[src/rtl/serial_strobe_gen.sv]
module serial_strobe_gen #(
  parameter int SLOTS = 12,
  parameter int SLOT_BITS = 8,
  parameter int TS_W = 4,
  parameter logic [7:0] CONF_ADDR = 8'h5A,
  parameter logic [7:0] TS1_ADDR = 8'h5B,
  parameter logic [7:0] TS2_ADDR = 8'h5C
) (
  input  logic       clk,
  input  logic       rst_n,
  input  logic       fsc,
  input  logic [7:0] cpu_addr,
  input  logic       cpu_wr,
  input  logic [7:0] cpu_wdata,
  output logic [7:0] cpu_rdata,
  input  logic       du_req,
  input  logic       dd_req,
  output logic       sds1,
  output logic       sds2,
  output logic       du_oe,
  output logic       dd_oe
);
  localparam int SLOT_CYC = 2 * SLOT_BITS;
  localparam int FRAME_CYC = SLOTS * SLOT_CYC;
  localparam int CNT_W = $clog2(FRAME_CYC);
  localparam logic [TS_W-1:0] TS_OFF = '1;

  logic            fsc_q, running, fsc_rise;
  logic [CNT_W-1:0] cnt, slot_idx;
  logic [3:0]      conf_sh, act_conf;
  logic [TS_W-1:0] ts1_sh, ts2_sh, ts1_act, ts2_act;
  logic            in1, in2;

  assign fsc_rise = fsc & ~fsc_q;

  always_ff @(posedge clk or negedge rst_n) begin
    if (!rst_n) begin
      fsc_q   <= 1'b0;
      running <= 1'b0;
      cnt     <= '0;
    end else begin
      fsc_q <= fsc;
      if (fsc_rise) begin
        running <= 1'b1;
        cnt     <= '0;
      end else if (running) begin
        if (cnt == CNT_W'(FRAME_CYC - 1)) running <= 1'b0;
        else cnt <= cnt + 1'b1;
      end
    end
  end

  always_ff @(posedge clk or negedge rst_n) begin
    if (!rst_n) begin
      conf_sh  <= '0;
      ts1_sh   <= TS_OFF;
      ts2_sh   <= TS_OFF;
      act_conf <= '0;
      ts1_act  <= TS_OFF;
      ts2_act  <= TS_OFF;
    end else begin
      if (cpu_wr) begin
        if (cpu_addr == CONF_ADDR) conf_sh <= cpu_wdata[3:0];
        if (cpu_addr == TS1_ADDR)  ts1_sh  <= cpu_wdata[TS_W-1:0];
        if (cpu_addr == TS2_ADDR)  ts2_sh  <= cpu_wdata[TS_W-1:0];
      end
      if (fsc_rise) begin
        act_conf <= conf_sh;
        ts1_act  <= ts1_sh;
        ts2_act  <= ts2_sh;
      end
    end
  end

  always_comb begin
    cpu_rdata = '0;
    if (cpu_addr == CONF_ADDR)     cpu_rdata[3:0]      = conf_sh;
    else if (cpu_addr == TS1_ADDR) cpu_rdata[TS_W-1:0] = ts1_sh;
    else if (cpu_addr == TS2_ADDR) cpu_rdata[TS_W-1:0] = ts2_sh;
  end

  assign slot_idx = cnt / CNT_W'(SLOT_CYC);
  assign in1 = running && (ts1_act < TS_W'(SLOTS)) && (slot_idx == CNT_W'(ts1_act));
  assign in2 = running && (ts2_act < TS_W'(SLOTS)) && (slot_idx == CNT_W'(ts2_act));

  assign sds1 = in1 & (~act_conf[0] | ~cnt[0]);
  assign sds2 = in2 & (~act_conf[1] | ~cnt[0]);

  assign du_oe = du_req & (~act_conf[2] | (sds1 ^ act_conf[3]));
  assign dd_oe = dd_req & (~act_conf[2] | (sds1 ^ act_conf[3]));
endmodule


[config.mk]
export PLATFORM = sky130hd
export DESIGN_NAME = serial_strobe_gen
export DESIGN_NICKNAME = d
export VERILOG_FILES = /design/src/rtl/serial_strobe_gen.sv
export SDC_FILE = /design/constraint.sdc
export NUM_CORES = 1
export LEC_CHECK = 0
export BUFFER_PORTS_ARGS = -buffer_cell sky130_fd_sc_hd__clkbuf_2
export CAP_MARGIN = 5
export CORE_UTILIZATION = 45
export DETAILED_ROUTE_END_ITERATION = 7
export HOLD_SLACK_MARGIN = 0.12
export PLACE_DENSITY_LB_ADDON = 0.3
export SLEW_MARGIN = 0
export SYNTH_ARGS = -nofsm -noshare
export SYNTH_HDL_FRONTEND = slang
export SYNTH_SLANG_ARGS = --single-unit
export TNS_END_PERCENT = 20
[constraint.sdc]
create_clock -name clk -period 1.9 [get_ports clk]
set_clock_uncertainty 0.15 [all_clocks]
set_input_delay 0.285 -clock clk [delete_from_list [all_inputs] [get_ports clk]]
set_output_delay 0.285 -clock clk [all_outputs]
set_load 0.1 [all_outputs]
==> flow_metrics.env <==
export IMPL_grt_setup_unrepaired="true"
export IMPL_critPathRequiredTime_ns=1.46
export IMPL_cpPeakStageDelay_ns=0.56
export IMPL_num_io_pins=34
export IMPL_cp_depth=5
export IMPL_synth_commonest_cells="nand2_1 (40), dfrtp_1 (18), dfstp_2 (16)"
export IMPL_violations="negative setup slack"
export IMPL_wl_met1_um=1530
export IMPL_drtPass1Iterations=5
export IMPL_drt_wirelength_per_cell_um=14.1
export IMPL_instances_no_fill=271
export IMPL_synth_top_cell_area_share_pct=26.3
export IMPL_r2r_slack_ns=0.13
export IMPL_setup_viol=4
export IMPL_rr_worst_depth=5
export IMPL_ir_drop_mv=0.457
export IMPL_placed_cells=259
export IMPL_p_switching_uw=631
export IMPL_whs_path_depth=2
export IMPL_vias_per_cell=5.42
export IMPL_top_layer_used="met4"
export IMPL_finalCriticalPeriod_ns=2.54
export IMPL_hp_class="in2reg"
export IMPL_syn2layout_area_growth_pct=37.2
export IMPL_ys_top_cells_by_area="dfrtp_1 (26%), dfstp_2 (25%), nand2_1 (8.8%), mux2_2 (7.9%), xnor2_1 (3.1%)"
export IMPL_gp_congestion=0.819
export IMPL_cts_buffers=5
export IMPL_p_per_area_nw_per_um2=822
export IMPL_grt_max_degree=22
export IMPL_die_w_um=63.7
export IMPL_r2r_start="cnt[5]$_DFFE_PN0P_"
export IMPL_postCtsSetupBuffers=0
export IMPL_post_route_period_util_pct=134
export IMPL_status="complete, but fails checks"
export IMPL_holdPathEnd="ts2_sh[3]$_DFFE_PN1P_"
export IMPL_combPwrFrac_pct=26.7
export IMPL_nNetsFinal=245
export IMPL_max_freq_mhz=393
export IMPL_synth_warnings=0
export IMPL_drc=0
export IMPL_cts_tree="done"
export IMPL_critPathTopFamily="simple AND/OR/NAND/NOR gates"
export IMPL_die_h_um=63.7
export IMPL_cp_arrival_ns=2.11
export IMPL_cpMaxStageDelayCell="or4b_4"
export IMPL_syn_area_um2=1710
export IMPL_p_clk_share_pct=28.7
export IMPL_setup_slack_ns=-0.643
export IMPL_start_util_pct=46.8
export IMPL_async_flop_share_pct=100
export IMPL_io_buffer_count=25
export IMPL_p_leak_uw=0.00117
export IMPL_final_area_um2=2350
export IMPL_drive_gt1_share_pct=41.7
export IMPL_critical_path_startpoint_type="flop"
export IMPL_finalPower_uw=1930
export IMPL_drt_iter0_drc=58
export IMPL_htree_levels=2
export IMPL_avgSynthCellArea_um2=10.0
export IMPL_ys_seq_area_share_pct=50.8
export IMPL_cap_viol_max_count=0
export IMPL_crit_reg2reg_capture="cnt[5]$_DFFE_PN0P_"
export IMPL_syn_instance_count=171
export IMPL_clk_pin_slew_ns=0.07
export IMPL_ctsRootBufferMaster="clkbuf_8"
export IMPL_clkSinkCount=34
export IMPL_synth_most_common_cell="nand2_1"
export IMPL_switching_share_pct=32.6
export IMPL_synth_top_area_cell="dfrtp_1"
export IMPL_core_area_um2=3660
export IMPL_synth_edff_count=0
export IMPL_vias=1468
export IMPL_wl_met3_um=169
export IMPL_finalMaxSlewViolations=0
export IMPL_path_class="reg2out"
export IMPL_rows=22
export IMPL_met2RoutedLength_um=2030
export IMPL_final_hold_viol_count=0
export IMPL_overflow=0
export IMPL_n_antenna_cell=0
export IMPL_tns_ns=-1.96
export IMPL_placed_cell_area_um2=2220
export IMPL_cp_max_fo=2
export IMPL_grt_pass1_wl_um=6530
export IMPL_min_from="cpu_wdata[3]"
export IMPL_path_cells="inv_2, a221o_1, or4b_4, a31oi_4, buf_12"
export IMPL_die_area_um2=4060
export IMPL_worst_path_buf_inv=2
export IMPL_wirelength_um=3830
export IMPL_p_int_uw=1300
export IMPL_ys_ff_latch=34
export IMPL_yosys_cell_types_count=38
export IMPL_seq_power_share_pct=44.5
export IMPL_end_kind="output port"
export IMPL_track_usage_pct=21.3
export IMPL_hpwl_um=2890
export IMPL_grt_pass1_vias=1543
export IMPL_clk_path_buf_depth=2
export IMPL_worstSkewPairLatency_ns=0.29
export IMPL_ant_nets=0
export IMPL_antenna_found_initial=0
export IMPL_synth_main_ff_cell="dfrtp_1"
cells in the final DEF, fill, tap and decap left out, types with 2 or more instances in the layout:
cell type / netlist / final
inv_1: 8 / 7
nand3_1: 4 / 4
dfstp_2: 16 / 16
nor2_1: 12 / 12
dfrtp_1: 18 / 18
clkbuf_2: 0 / 17
inv_2: 1 / 2
conb_1: 1 / 4
clkbuf_8: 0 / 6
xor2_1: 5 / 5
buf_12: 0 / 9
buf_4: 4 / 21
nand2_1: 40 / 40
o21ai_0: 2 / 2
a31oi_1: 5 / 3
a222oi_1: 4 / 4
dlygate4sd3_1: 0 / 4
xnor2_1: 6 / 6
a31oi_4: 0 / 2
or3_1: 2 / 2
nand4bb_1: 3 / 3
nand2b_1: 3 / 3
mux2_2: 12 / 12
nor2b_1: 2 / 2
worst max-delay path by stage:
stage | from | end | slack (ns)
3_3_place_gp | ts1_act[2]$_DFFE_PN1P_ | du_oe | -0.31
4_1_cts | ts1_act[2]$_DFFE_PN1P_ | dd_oe | -0.66
6_report | ts1_act[2]$_DFFE_PN1P_ | dd_oe | -0.64
3_5_place_dp | ts1_act[2]$_DFFE_PN1P_ | dd_oe | -0.34
5_1_grt | ts1_act[2]$_DFFE_PN1P_ | dd_oe | -0.72
2_1_floorplan | ts1_act[2]$_DFFE_PN1P_ | dd_oe | -0.62
power by group through the flow:
stage	clock network [µW]	registers, µW	logic [µW]
2_1_floorplan	0	854	345
3_3_place_gp	0	865	492
3_5_place_dp	0	872	510
4_1_cts	560	860	520
5_1_grt	597	868	555
6_report	556	861	517
what timing repair did:
action / CTS / global route
hold endpoints to repair: 13 / 0
pin swaps: 2 / 1
hold buffers: 4 / 0
resized for setup: 1 / 0
gates cloned: 0 / 0
setup endpoints to repair: 4 / 4
registers in the layout, indices dropped and copies added, names as in the netlist:
register	cells
fsc_q	1
ts1_sh	4
ts1_act	4
ts2_act	4
ts2_sh	4
conf_sh	4
cnt	8
running	1
act_conf	4
metal layers:
metal  vias up  global-route usage, %
met5         -                      0
li1        686                      -
met3        12                   5.07
met2        52                   39.6
met4         0                   11.1
met1       718                   21.7
logic make-up (layout without fill, tap and decap cells):
| logic type | count (synthesis) | after routing | synth area share, % |
|---|---|---|---|
| fa+ha+maj | 1 | 1 | 0.730 |
| other cells | 1 | 4 | 0.219 |
| simple gates | 74 | 74 | 20.7 |
| xor+xnor | 11 | 11 | 5.62 |
| buf+inv | 19 | 68 | 5.18 |
| mux | 13 | 13 | 8.47 |
| compound gates | 18 | 18 | 8.25 |
| flops | 34 | 34 | 50.8 |
stage by stage:
| stage | utilization (%) | hold WS, ns | setup WS [ns] |
|---|---|---|---|
| 2_1_floorplan | - | -0.161 | -0.624 |
| 3_3_place_gp | 60.6 | 0.0989 | -0.311 |
| 3_5_place_dp | 60.6 | 0.104 | -0.341 |
| 4_1_cts | 64.3 | 0.125 | -0.655 |
| 5_1_grt | 64.3 | 0.134 | -0.720 |
| 6_report | 64.3 | 0.128 | -0.643 |
final cells by class:
class                   instances  area (µm²)
repair buffers                 51         463
multi-input cells             121         830
inverters                       9        33.8
flip-flops and latches         34         871
clock buffers                   6        82.6
fillers                       296        1310
well taps                      48        60.1
clock inverters                 2        12.5
Note: power is estimated with default switching activity, not from simulation.
